==> config.mk <==
export PLATFORM = sky130hd
export DESIGN_NAME = funnel_shift_unit
export DESIGN_NICKNAME = d
export VERILOG_FILES = /design/src/rtl/fsh_pkg.sv /design/src/rtl/fsh_count_sel.sv /design/src/rtl/fsh_funnel.sv /design/src/rtl/fsh_flag_gen.sv /design/src/rtl/funnel_shift_unit.sv
export SDC_FILE = /design/constraint.sdc
export NUM_CORES = 1
export LEC_CHECK = 0
export BUFFER_PORTS_ARGS = -buffer_cell sky130_fd_sc_hd__buf_4
export CAP_MARGIN = 10
export CORE_MARGIN = 2
export CORE_UTILIZATION = 25
export CTS_BUF_LIST = sky130_fd_sc_hd__clkbuf_4
export DETAILED_ROUTE_END_ITERATION = 6
export PLACE_DENSITY = 0.41
export SYNTH_ARGS = -nofsm -noshare
export SYNTH_HDL_FRONTEND = slang
export SYNTH_SLANG_ARGS = --single-unit
==> constraint.sdc <==
create_clock -name clk_i -period 1.55 [get_ports clk_i]
set_input_delay 0.31 -clock clk_i [delete_from_list [all_inputs] [get_ports clk_i]]
set_output_delay 0.31 -clock clk_i [all_outputs]
set_load 0.02 [all_outputs]
==> src/rtl/fsh_pkg.sv <==
package fsh_pkg;
  typedef enum logic {DIR_LEFT = 1'b0, DIR_RIGHT = 1'b1} fsh_dir_e;

  typedef struct packed {
    logic of;
    logic sf;
    logic zf;
    logic af;
    logic pf;
    logic cf;
  } fsh_flags_t;
endpackage

==> src/rtl/fsh_count_sel.sv <==
module fsh_count_sel #(
  parameter int FIELD_W = 8,
  parameter int CNT_W   = 5
) (
  input  logic [FIELD_W-1:0] imm_i,
  input  logic [FIELD_W-1:0] reg_i,
  input  logic               use_reg_i,
  output logic [CNT_W-1:0]   cnt_o
);
  logic [FIELD_W-1:0] raw;
  assign raw   = use_reg_i ? reg_i : imm_i;
  // keep only the low bits: count wraps modulo the word width
  assign cnt_o = CNT_W'(raw);
endmodule

==> src/rtl/fsh_funnel.sv <==
module fsh_funnel
  import fsh_pkg::*;
#(
  parameter int W     = 32,
  parameter int CNT_W = $clog2(W)
) (
  input  logic [W-1:0]     dst_i,
  input  logic [W-1:0]     src_i,
  input  logic [CNT_W-1:0] cnt_i,
  input  fsh_dir_e         dir_i,
  output logic [W-1:0]     res_o,
  output logic             cf_o
);
  logic [W-1:0]     res_l, res_r;
  logic [CNT_W-1:0] idx_l, idx_r;

  assign res_l = W'(({dst_i, src_i} << cnt_i) >> W);
  assign res_r = W'({src_i, dst_i} >> cnt_i);

  // last bit leaving dst; index wraps harmlessly when cnt is zero
  assign idx_l = CNT_W'(W - int'(cnt_i));
  assign idx_r = cnt_i - CNT_W'(1);

  always_comb begin
    if (dir_i == DIR_LEFT) begin
      res_o = res_l;
      cf_o  = dst_i[idx_l];
    end else begin
      res_o = res_r;
      cf_o  = dst_i[idx_r];
    end
  end
endmodule

==> src/rtl/fsh_flag_gen.sv <==
module fsh_flag_gen
  import fsh_pkg::*;
#(
  parameter int W = 32
) (
  input  logic [W-1:0] res_i,
  input  logic         dst_msb_i,
  input  logic         cf_i,
  input  fsh_dir_e     dir_i,
  output fsh_flags_t   flags_o
);
  always_comb begin
    flags_o.cf = cf_i;
    flags_o.sf = res_i[W-1];
    flags_o.zf = (res_i == '0);
    flags_o.af = 1'b0;
    flags_o.pf = ~^res_i[7:0];
    flags_o.of = (dir_i == DIR_LEFT) ? (res_i[W-1] ^ cf_i)
                                     : (dst_msb_i ^ res_i[W-1]);
  end
endmodule

==> src/rtl/funnel_shift_unit.sv <==
module funnel_shift_unit
  import fsh_pkg::*;
#(
  parameter int WIDTH   = 32,
  parameter int FIELD_W = 8
) (
  input  logic               clk_i,
  input  logic               rst_ni,
  input  logic               valid_i,
  input  logic [1:0]         opcode_i,
  input  logic [FIELD_W-1:0] imm_i,
  input  logic [FIELD_W-1:0] cnt_reg_i,
  input  logic [WIDTH-1:0]   dst_i,
  input  logic [WIDTH-1:0]   src_i,
  output logic [WIDTH-1:0]   result_o,
  output logic               wr_en_o,
  output logic [5:0]         flags_o,
  output logic               done_o
);
  localparam int CNT_W = $clog2(WIDTH);

  fsh_dir_e         dir;
  logic [CNT_W-1:0] cnt;
  logic [WIDTH-1:0] res_d;
  logic             cf_d;
  fsh_flags_t       flags_d, flags_q;
  logic [WIDTH-1:0] res_q;
  logic             wr_q, done_q;
  logic             take;

  assign dir = fsh_dir_e'(opcode_i[1]);

  fsh_count_sel #(.FIELD_W(FIELD_W), .CNT_W(CNT_W)) u_cnt (
    .imm_i    (imm_i),
    .reg_i    (cnt_reg_i),
    .use_reg_i(opcode_i[0]),
    .cnt_o    (cnt)
  );

  fsh_funnel #(.W(WIDTH), .CNT_W(CNT_W)) u_funnel (
    .dst_i(dst_i),
    .src_i(src_i),
    .cnt_i(cnt),
    .dir_i(dir),
    .res_o(res_d),
    .cf_o (cf_d)
  );

  fsh_flag_gen #(.W(WIDTH)) u_flags (
    .res_i    (res_d),
    .dst_msb_i(dst_i[WIDTH-1]),
    .cf_i     (cf_d),
    .dir_i    (dir),
    .flags_o  (flags_d)
  );

  assign take = valid_i && (cnt != '0);

  always_ff @(posedge clk_i or negedge rst_ni) begin
    if (!rst_ni) begin
      res_q   <= '0;
      flags_q <= '0;
      wr_q    <= 1'b0;
      done_q  <= 1'b0;
    end else begin
      done_q <= valid_i;
      wr_q   <= take;
      if (take) begin
        res_q   <= res_d;
        flags_q <= flags_d;
      end
    end
  end

  assign result_o = res_q;
  assign flags_o  = flags_q;
  assign wr_en_o  = wr_q;
  assign done_o   = done_q;
endmodule

* Word-level counts from Yosys, hierarchy flattened
Index checks and enable logic that the tools add are counted.
** Word-level totals
- Register bits :: 39
- Input port bits :: 85
- Output and inout port bits :: 40
- Logic and storage cells :: 28
** Operators by class
- Add/sub/neg operators :: 2
- Magnitude comparators :: 2
- Shifts and indexed selects :: 2
- Muxes and demuxes :: 8
- Bitwise gates (word level) :: 2
- Reductions and logical operators :: 4
** Operators by type and width (count)
- left shift 64 x 5 -> 64 bit :: 1
- >> shifter 64 x 5 -> 32 bit :: 1
- logical NOT 32 bit :: 1
- two-way mux 32 bit :: 1
- < comparator 5 x 6 -> 1 bit (second input constant) :: 2
- binary-select mux 1 bit (select 5 bit) :: 2
- XNOR reduction 8 bit :: 1
- two-way mux 5 bit :: 1
- nonzero test 5 bit :: 1
- subtractor 1 x 5 -> 5 bit (first input constant) :: 1
- subtractor 5 x 1 -> 5 bit (second input constant) :: 1
- two-way mux 1 bit :: 4
- XOR 1 bit :: 2
- logical AND 1 bit :: 1

* Depth between registers and ports, before layout
Gate-level depths: netlist of run 1.
- Depth in word-level cells :: 7
- Mapped depth :: 21
- Depth with buffers taken out :: 16

* Cells and area by module
From an unflattened synthesis of run 1, not the netlist that was laid out.
** Unflattened totals
- Cells, all modules :: 910
- Area total of the unflattened synthesis :: 9461.6 µm²
** Modules (own cells, without submodules)
- fsh_funnel :: times used 1, cells each 788, area an instance 7653.6 µm², seq. area each 0.0 µm²
- funnel_shift_unit :: times used 1, cells each 85, area an instance 1532.7 µm², seq. area each 1001.0 µm²
- fsh_flag_gen :: times used 1, cells each 32, area an instance 219.0 µm², seq. area each 0.0 µm²
- fsh_count_sel :: times used 1, cells each 5, area an instance 56.3 µm², seq. area each 0.0 µm²

* Worst setup path before layout of run 1
Ideal clock, no wire load.
- Path kind :: input -> register
- From :: input port opcode_i[0]
- To :: register flags_q, in the netlist flags_o[5]
- Setup time :: 83 ps
- Arrival :: 3841 ps
- Data required time :: 1467 ps
- Slack :: -2374 ps
- Stages :: 16
- Path buffers :: 6
- Path through :: buf_6 > mux2_2 > inv_4 > buf_4 > buf_4 > buf_4 > buf_4 > buf_2 > ha_1 > xnor2_1 > mux4_2 > mux4_2 > nand2_1 > o21ai_0 > xor2_1 > o21ai_0
** Between the ends
- Longest elaborated chain between the ends :: 7
- Elaborated cells on any way between the ends :: 16
- Those cells by class :: 2 x add/sub; 2 x shift; 8 x mux; 2 x bitwise; 2 x reduce/logical
** RTL lines
- from (decl) :: line funnel_shift_unit.sv:10 : input logic [1:0] opcode_i,
- two-way mux 5 bit (*) :: line fsh_count_sel.sv:11 : assign raw = use_reg_i ? reg_i : imm_i;
- subtractor 1 x 5 -> 5 bit / subtractor 5 x 1 -> 5 bit (equally long branches) :: line fsh_funnel.sv:21, fsh_funnel.sv:22
- binary-select mux 1 bit (select 5 bit), on equally long branches :: line fsh_funnel.sv:27, fsh_funnel.sv:30
- two-way mux 1 bit, on equally long branches :: line fsh_funnel.sv:27, fsh_funnel.sv:30
- two-way mux 1 bit :: line fsh_funnel.sv:25 : if (dir_i == DIR_LEFT) begin
- XOR 1 bit :: line fsh_flag_gen.sv:18 : flags_o.of = (dir_i == DIR_LEFT) ? (res_i[W-1] ^ cf_i)
- two-way mux 1 bit :: line fsh_flag_gen.sv:18
- to (signal assigned) :: line funnel_shift_unit.sv:70 : flags_q <= flags_d;
- to (decl) :: line funnel_shift_unit.sv:26 : fsh_flags_t flags_d, flags_q;
Every way passes the cells marked *; elsewhere a longest branch is shown, timed or not. The select of a mux whose other input is x is not followed.
A chain may end at the register's enable or synchronous reset.

* Final worst setup path of run 1
- From :: input port opcode_i[0]
- To :: register flags_q, in the netlist flags_o[3]
** Between the ends
- Longest elaborated chain between the ends :: 4
- Elaborated cells on any way between the ends :: 7
- Those cells by class :: 2 x shift; 2 x mux; 3 x reduce/logical
** RTL lines
- two-way mux 5 bit (*) :: line fsh_count_sel.sv:11
- left shift 64 x 5 -> 64 bit / >> shifter 64 x 5 -> 32 bit (equally long branches) :: line fsh_funnel.sv:17, fsh_funnel.sv:18
- two-way mux 32 bit :: line fsh_funnel.sv:25
- logical NOT 32 bit :: line fsh_flag_gen.sv:15 : flags_o.zf = (res_i == '0);
Every way passes the cells marked *; elsewhere a longest branch is shown, timed or not.

==> impl_metrics.yaml, run 1 <==
sta:
  post-route-period-util: 2.23
  fin_ws_ps: -1910
  rsz0062_at_grt: "true"
  worst_pin_slew_ps: 536
  setup_violations: 37
  slew_violations: 0
  finalHoldViolCount: 0
  maxSlewHeadroom: 0.633
  fin_crit_ps: 3460
  setup_tns_ps: -42080
  max_freq_mhz: 289
  fin_skew_ps: 0
final_layout:
  nets: 1644
  design_area_sq_um: 16200
  area_growth_pct: 87.9
  drive_above_1_share: 0.656
pwr:
  peakVddDrop_v: 0.000567
  power.density_nw_per_um2: 689
  leakagePower_nw: 7.11
synth:
  ys_seq_elements: 38
  synthTopCellsByArea: "mux4_2 (30%), mux2i_1 (16%), dfrtp_1 (11%), nand2_1 (8.9%), nand3_1 (2.7%)"
  ys_async_sr_fraction: 1.00
  netlist_area_sq_um: 8620
  synth_nets: 1058
  ys_types: 62
  ys.warnings.count: 0
  synth_top_cell_by_area: "mux4_2"
  yosysSeqAreaShare: 0.110
  synth_edf_count: 0
  synth_top_area_frac: 0.301
  synth_area_per_cell_sq_um: 8.91
  synthFlopType: "dfrtp_1"
  synth_cells: 967
worst_setup_path:
  cp.arrival_ps: 3740
  cp_max_fo: 6
  required_ps: 1830
  cp-start-kind: "primary input"
  crit_buf_inv: 4
  slowest_delay_ps: 400
  crit_slowest_cell: "or4_1"
  path_cells: "buf_12, mux2_4, buf_12, mux2i_1, mux2i_1, and2_1, a311oi_2, buf_4, a211oi_4, a311oi_2, a31oi_1, inv_1, ha_4, and4_1, nand2_1, or4_1, nor4_1, a32o_1"
  endpoint_kind: "flop"
  critPathTopFamily: "simple AND/OR/NAND/NOR gates"
  critPathKind: "in2reg"
clock_network:
  h-tree-depth: 2
  clk_pin_slew_ps: 100
  cts_buffer_depth: 2
  cts-buffers-inserted: 5
  insertion_delay_ps: 340
  cts_tree: "built"
  clock-sinks: 38
  cts_root_buffer: "clkbuf_4"
route:
  wl_met1_um: 22100
  dr.first_iter.drc_count: 876
  wl_met2_um: 25300
  antenna_left: 0
  via_per_inst: 5.69
  wl_per_cell_um: 27.2
  top_layer: "met4"
  met3_length_um: 4340
  dr.pass1.iters: 5
  drc: 0
  drt_wl_total_um: 54500
  vias: 11390
grt:
  grt_pass1_vias: 11053
  grt_usage: 0.289
  grt_pass1_wl_um: 76100
  grt_max_degree: 39
  antenna_found_initial: 2
  gr-total-overflow: 0
floorplanning:
  start_util: 0.256
  rows: 67
  die_h_um: 190
  die_area_sq_um: 36000
  design.core.area_sq_um: 33700
  die_w_um: 190
  ios: 125
placed_design:
  dpl.hpwl_um: 43100
  place_congestion: 0.984
  port_buffers: 117
  placed_cell_area_sq_um: 13300
min_path:
  min_path_type: "in2reg"
outcome:
  violations: "negative setup slack"
  status: "finished, violations left"
job:
  max-cap-violations: 0
## power breakdown
part           switching, mW  internal (mW)
registers              0.116           1.20
clock network          0.293          0.206
logic                   4.58           4.76
total                   4.99           6.17
## cell families (layout without fill, tap and decap cells)
group,count (synthesis),count (layout),share of synthesized area
mux,268,268,0.482
xor+xnor,7,7,0.00711
simple gates,344,344,0.168
buf+inv,108,694,0.0637
fa+ha+maj,6,6,0.00871
flops,38,38,0.110
compound gates,195,195,0.159
other cells,1,3,0.000435
## cells in the mapped netlist (all sizes together), types with 13 or more instances
| library cell | count |
|---|---|
| clkbuf | 44 |
| o21ai | 31 |
| buf | 56 |
| a22oi | 24 |
| mux4 | 115 |
| nand2 | 204 |
| a31oi | 13 |
| dfrtp | 38 |
| and3 | 13 |
| o211ai | 16 |
| nand3 | 46 |
| a21oi | 28 |
| nor2 | 52 |
| mux2i | 141 |
| a32oi | 18 |
| o22ai | 14 |
## layout by cell type, fill, tap and decap left out, types with 6 or more instances in the layout
master / n
buf_12: 39
a22oi_2: 11
a22o_1: 6
and3_1: 8
o21ai_1: 14
mux2i_2: 31
buf_4: 547
buf_6: 70
a21oi_1: 12
a21oi_2: 14
nand3_2: 10
a22oi_1: 13
o21ai_2: 12
mux2i_4: 22
dfrtp_1: 38
nand3_1: 36
nor2_1: 45
o211ai_1: 16
mux2_2: 8
o22ai_1: 8
mux2i_1: 88
ha_4: 6
nand2_1: 179
nand2_2: 22
a31oi_1: 9
clkbuf_4: 7
buf_8: 9
a32oi_1: 14
mux4_2: 115
## state kept, by name, indices dropped and copies added, names as in the netlist
| signal | count |
|---|---|
| wr_en_o | 1 |
| result_o | 31 |
| done_o | 1 |
| flags_o | 5 |
## final timing paths
path | from | end | slack [ps] | cells after the start
min in group asynchronous | rst_ni | result_o[1] | 460 | 2
min reg2reg | result_o[19] | result_o[19] | 470 | 2
min | valid_i | done_o | 110 | 1
max | opcode_i[0] | flags_o[3] | -1910 | 18
max in group asynchronous | rst_ni | result_o[18] | 740 | 2
max reg2reg | result_o[23] | result_o[23] | 830 | 2
## metrics by stage
step / total power [mW] / util / std cells / hold WS [ps] / setup slack (ps)
after floorplan: 4.80 / - / 967 / 14.4 / -1990
after global placement: 8.67 / 0.395 / 1874 / 307 / -2720
after detailed placement: 8.64 / 0.395 / 1874 / 303 / -2590
after CTS: 10.0 / 0.435 / 1924 / 87.3 / -1920
after global routing: 11.6 / 0.481 / 2002 / 96.8 / -1980
final: 11.2 / 0.481 / 2003 / 105 / -1910
## layer usage
metal  GRT usage  up-vias
met3      0.0561      120
met4       0.133        0
met1       0.374     5636
li1            -     4996
met5           0        -
met2       0.466      638
## final cells by class
type                            count  area (sq um)
Timing Repair inverter              4          82.6
Timing Repair Buffer              675          6070
Inverter                            8          91.3
Tap cell                          448           561
Clock buffer                        7          52.6
Antenna cell                        2          5.00
Multi-Input combinational cell    821          8390
Sequential cell                    38           951
Fill cell                        3305         17500
## repair_timing
item	CTS	global route
setup endpoints to repair	37	37
pin swaps	24	68
hold buffers	1	0
buffers inserted	38	88
gates cloned	6	6
gates resized for setup	193	193
endpoints found under the hold margin	38	0
Power figures use the tool's default switching activity.
==> run 2, diff against run 1 <==
--- a/config.mk
+++ b/config.mk
@@ -12,6 +12,7 @@
 export CTS_BUF_LIST = sky130_fd_sc_hd__clkbuf_4
 export DETAILED_ROUTE_END_ITERATION = 6
 export PLACE_DENSITY = 0.41
+export SETUP_SLACK_MARGIN = 0.02
 export SYNTH_ARGS = -nofsm -noshare
 export SYNTH_HDL_FRONTEND = slang
 export SYNTH_SLANG_ARGS = --single-unit
==> run 2 against run 1 <==
Compared with the run above:
- largest power group unchanged
- the run still ends with negative setup slack left
- first-iteration DRC count is 8.9% higher
- register-to-register slack hardly changed
- global-route usage stayed put
- non-clock buffer count down 2
- worst setup slack got worse by 3.8 ps
- final area about the same
- total power is essentially flat
- critical path type unchanged
- clock skew did not move
- sequential share of layout area hardly changed
- core utilization about the same
- combinational power about the same
- maximum frequency decreased by 0.11%
==> impl_metrics.yaml, run 2 (same netlist as run 1, synthesis figures left out) <==
final_layout:
  final_cells: 2001
  layout_common_cells: "buf_4 (545), nand2_1 (180), mux4_2 (115)"
  nets: 1642
  drive_above_1_share: 0.654
  mostFrequentLayoutCell: "buf_4"
  largest_reg_flops: 31
  area_growth_pct: 87.8
  fillers: 3307
  design_area_sq_um: 16200
outcome:
  violations: "negative setup slack"
  status: "finished, violations left"
floorplanning:
  start_util: 0.256
  design.core.area_sq_um: 33700
  die_area_sq_um: 36000
  rows: 67
  die_h_um: 190
  ios: 125
  die_w_um: 190
grt:
  gr-total-overflow: 0
  antenna_found_initial: 2
  grt_pass1_vias: 11053
  grt_pass1_wl_um: 76100
  grt_usage: 0.289
  grt_max_degree: 39
pwr:
  peakVddDrop_v: 0.000567
  seq_power_share: 0.118
  power.density_nw_per_um2: 689
  clockPowerShare: 0.045
  p_total_mw: 11.1
  power_frac_comb: 0.837
  p_sw_mw: 4.99
  leakagePower_nw: 7.10
  p_sw_frac: 0.447
  p_int_mw: 6.16
clock_network:
  insertion_delay_ps: 340
  cts_buffer_depth: 2
  cts_tree: "built"
  h-tree-depth: 2
  clock-sinks: 38
  cts-buffers-inserted: 5
  clk_pin_slew_ps: 100
  cts_root_buffer: "clkbuf_4"
placed_design:
  port_buffers: 117
  dp_cells: 1874
  place_worst_setup_slack_ps: -2590
  place_congestion: 0.984
  placed_cell_area_sq_um: 13300
  dpl.hpwl_um: 43100
sta:
  worst_pin_slew_ps: 535
  fin_ws_ps: -1910
  slew_violations: 0
  max_freq_mhz: 289
  post-route-period-util: 2.23
  fin_crit_ps: 3460
  setup_violations: 37
  finalHoldViolCount: 0
  fin_skew_ps: 0
  maxSlewHeadroom: 0.633
  timing.hold.ws_ps: 106
  rsz0062_at_grt: "true"
worst_setup_path:
  slowest_delay_ps: 400
  required_ps: 1830
  endpoint_kind: "flop"
  r2r_slack_ps: 820
  cp.arrival_ps: 3740
  path_cells: "buf_12, mux2_4, buf_12, mux2i_1, mux2i_1, and2_1, a311oi_2, buf_4, a211oi_4, a311oi_2, a31oi_1, inv_1, ha_4, and4_1, nand2_1, or4_1, nor4_1, a32o_1"
  crit_slowest_cell: "or4_1"
  critPathKind: "in2reg"
  cp-start-kind: "primary input"
  cp_max_fo: 6
route:
  dr.first_iter.drc_count: 954
  wl_per_cell_um: 27.3
  vias: 11411
  via_per_inst: 5.70
  dr.pass1.iters: 5
  drc: 0
  antenna_left: 0
  drt_wl_total_um: 54600
min_path:
  min_path_type: "in2reg"
job:
  max-cap-violations: 0
[run 2: what timing repair did]
action                     4_1_cts  5_1_grt
hold buffers                     1        0
cloned                           6        6
pin swaps                       24       68
setup endpoints to repair       37       37
buffers inserted                38       85
hold endpoints to repair        38        0
gates resized for setup        193      191
[run 2: critical path: cells and delay by family]
kind	cells	cell delay, ps
buf+inv	4	610
compound gates	5	920
fa+ha+maj	1	140
mux	3	690
simple gates	5	1060
[run 2: final timing paths]
path / cells after the start / to / from
setup reg to reg: 2 / result_o[23] / result_o[23]
min in group asynchronous: 2 / result_o[1] / rst_ni
hold / removal: 1 / done_o / valid_i
setup / recovery: 18 / flags_o[3] / opcode_i[0]
hold reg to reg: 2 / result_o[19] / result_o[19]
max in group asynchronous: 2 / result_o[27] / rst_ni
[run 2: per-layer routing]
layer	global-route usage	wire, um
met1	0.374	22100
met2	0.466	25100
met3	0.0561	4360
met4	0.133	3050
met5	0	0
[run 2: power by group through the flow]
stage                     clock [mW]  sequential (mW)  combinational (mW)
after global placement             0             1.33                7.33
final                          0.500             1.31                9.34
after global routing           0.560             1.34                9.72
after CTS                      0.523             1.32                8.16
after detailed placement           0             1.34                7.31
after floorplan                    0             1.58                3.22
[run 2: layout make-up]
class / instances / area, sq um / share of cell area
flip-flops and latches: 38 / 951 / 0.0588
inverters: 8 / 91.3 / 0.00564
repair inverters: 4 / 82.6 / 0.00510
repair buffers: 673 / 6060 / 0.374
multi-input cells: 821 / 8380 / 0.518
well taps: 448 / 561 / 0.0346
diodes: 2 / 5.00 / 0.000309
clock buffers: 7 / 52.6 / 0.00325
[run 2: stage by stage]
stage,setup TNS (ps),util
after detailed placement,-59420,0.395
after global routing,-43820,0.480
after CTS,-40400,0.435
after global placement,-59610,0.395
after floorplan,-45060,-
final,-42010,0.480
==> run 3, diff against run 2 <==
--- a/config.mk
+++ b/config.mk
@@ -7,11 +7,13 @@
 export LEC_CHECK = 0
 export BUFFER_PORTS_ARGS = -buffer_cell sky130_fd_sc_hd__buf_4
 export CAP_MARGIN = 10
+export CELL_PAD_IN_SITES_DETAIL_PLACEMENT = 1
+export CELL_PAD_IN_SITES_GLOBAL_PLACEMENT = 1
 export CORE_MARGIN = 2
 export CORE_UTILIZATION = 25
 export CTS_BUF_LIST = sky130_fd_sc_hd__clkbuf_4
 export DETAILED_ROUTE_END_ITERATION = 6
-export PLACE_DENSITY = 0.41
+export PLACE_DENSITY = 0.51
 export SETUP_SLACK_MARGIN = 0.02
 export SYNTH_ARGS = -nofsm -noshare
 export SYNTH_HDL_FRONTEND = slang
==> run 3 against run 2 <==
Compared with the run above:
- the run still ends with negative setup slack left
- core utilization down 2.4 points
- total power down 4.6%
- via count down 0.14%
- count of clock-buffer cells in the layout down 1
- sequential power about the same
- largest power group unchanged
- critical path depth down 2
- clock power up 3%
- non-clock buffer count down 30
==> impl_metrics.yaml, run 3 (same netlist as run 1, synthesis figures left out) <==
worst_setup_path:
  cp-start-kind: "primary input"
  critPathTopFamily: "multiplexers"
  crit_slowest_cell: "mux4_2"
  cp.arrival_ps: 3720
  crit_buf_inv: 4
  cp_max_fo: 9
  crit_path_frequent_cell: "buf_12"
  slowest_delay_ps: 570
  endpoint_kind: "flop"
  required_ps: 1850
  critPathKind: "in2reg"
  r2r_slack_ps: 810
  path_cells: "buf_12, mux2_4, clkinv_8, buf_12, mux4_2, mux2i_2, buf_4, mux2i_1, a21oi_1, a21o_1, ha_1, and4_1, nand2_1, or4_1, nor4_2, a32o_1"
final_layout:
  final_util: 0.456
  final_cells: 1972
  nets: 1613
  layout_common_cells: "buf_4 (546), nand2_1 (185), mux4_2 (115)"
  largest_reg_flops: 31
  area_growth_pct: 78.4
  mostFrequentLayoutCell: "buf_4"
  drive_above_1_share: 0.629
sta:
  setup_violations: 37
  slew_violations: 0
  fin_skew_ps: 0
  post-route-period-util: 2.21
  rsz0062_at_grt: "true"
  worst_pin_slew_ps: 790
  max_freq_mhz: 292
  fin_crit_ps: 3420
  maxSlewHeadroom: 0.458
  finalHoldViolCount: 0
  fin_ws_ps: -1870
placed_design:
  dpl.hpwl_um: 44500
  port_buffers: 117
  place_worst_setup_slack_ps: -2650
  place_congestion: 0.962
  dp_cells: 1899
route:
  drt_wl_total_um: 54700
  wl_per_cell_um: 27.7
  dr.first_iter.drc_count: 891
  vias: 11395
  drc: 0
  dr.pass1.iters: 5
  via_per_inst: 5.78
  antenna_left: 0
pwr:
  leakagePower_nw: 6.76
  peakVddDrop_v: 0.000473
  power.density_nw_per_um2: 692
job:
  max-cap-violations: 0
floorplanning:
  die_h_um: 190
  die_w_um: 190
  die_area_sq_um: 36000
  rows: 67
  start_util: 0.256
  design.core.area_sq_um: 33700
  ios: 125
grt:
  grt_pass1_wl_um: 79600
  gr-total-overflow: 0
  grt_max_degree: 39
  antenna_found_initial: 1
  grt_pass1_vias: 11658
  grt_usage: 0.300
clock_network:
  cts_tree: "built"
  clock-sinks: 38
  insertion_delay_ps: 350
  cts-buffers-inserted: 5
  h-tree-depth: 2
  cts_buffer_depth: 2
  cts_root_buffer: "clkbuf_4"
  clk_pin_slew_ps: 110
outcome:
  status: "finished, violations left"
  violations: "negative setup slack"
min_path:
  min_path_type: "in2reg"
-- run 3: changes by cell type in the layout (fill, tap and decap cells not counted), moves of 3 or more --
cell	previous run	this run
buf_12	40	32
clkbuf_16	5	1
buf_6	70	55
nor4_1	3	0
o21ai_0	4	7
nor2_1	45	48
a31oi_4	3	0
o22ai_1	8	11
inv_16	3	0
a22oi_1	13	19
nand2_1	180	185
o21ai_1	14	11
a22oi_2	11	5
nand2_2	21	18
-- run 3: layout make-up --
| type | count | area, sq um |
|---|---|---|
| Inverter | 8 | 67.6 |
| Sequential cell | 38 | 951 |
| Fill cell | 3894 | 18300 |
| Tap cell | 448 | 561 |
| Timing Repair Buffer | 643 | 5540 |
| Multi-Input combinational cell | 823 | 8160 |
| Timing Repair inverter | 3 | 33.8 |
| Clock inverter | 2 | 8.76 |
| Antenna cell | 1 | 2.50 |
| Clock buffer | 6 | 45.0 |
-- run 3: power by group --
group | switching [mW] | internal [mW] | total (mW)
combinational | 4.39 | 4.41 | 8.81
sequential | 0.117 | 1.20 | 1.31
clock | 0.327 | 0.188 | 0.515
total | 4.84 | 5.80 | 10.6
-- run 3: per-stage QoR --
stage	area, sq um	hold WS [ps]	TNS (ps)	total power [mW]
floorplan	8980	14.4	-45060	4.80
global placement	13500	304	-61560	8.67
global route	15400	76.5	-41630	11.1
finish	15400	102	-40100	10.6
detailed placement	13500	308	-62580	8.73
CTS	14800	79.1	-39000	10.1
-- run 3: worst paths after layout --
check | startpoint | to | depth (start not counted)
worst min-delay path | valid_i | done_o | 1
worst min register to register | result_o[12] | result_o[12] | 2
worst max register to register | flags_o[3] | flags_o[3] | 1
min in group asynchronous | rst_ni | result_o[0] | 2
worst max-delay path | opcode_i[0] | flags_o[3] | 16
max in group asynchronous | rst_ni | result_o[27] | 2
-- run 3: repair_timing --
action | 4_1_cts | 5_1_grt
gates cloned | 7 | 1
pin swaps | 36 | 34
hold endpoints to repair | 38 | 0
resized for setup | 193 | 104
buffers inserted | 37 | 30
setup endpoints to repair | 37 | 37
hold buffers | 1 | 0
-- run 3: per-layer routing --
layer,GRT usage,wire (um),part of all wire
met5,0,0,0
met3,0.0255,3600,0.066
met4,0.0933,2060,0.038
met2,0.520,26400,0.48
met1,0.396,22600,0.41
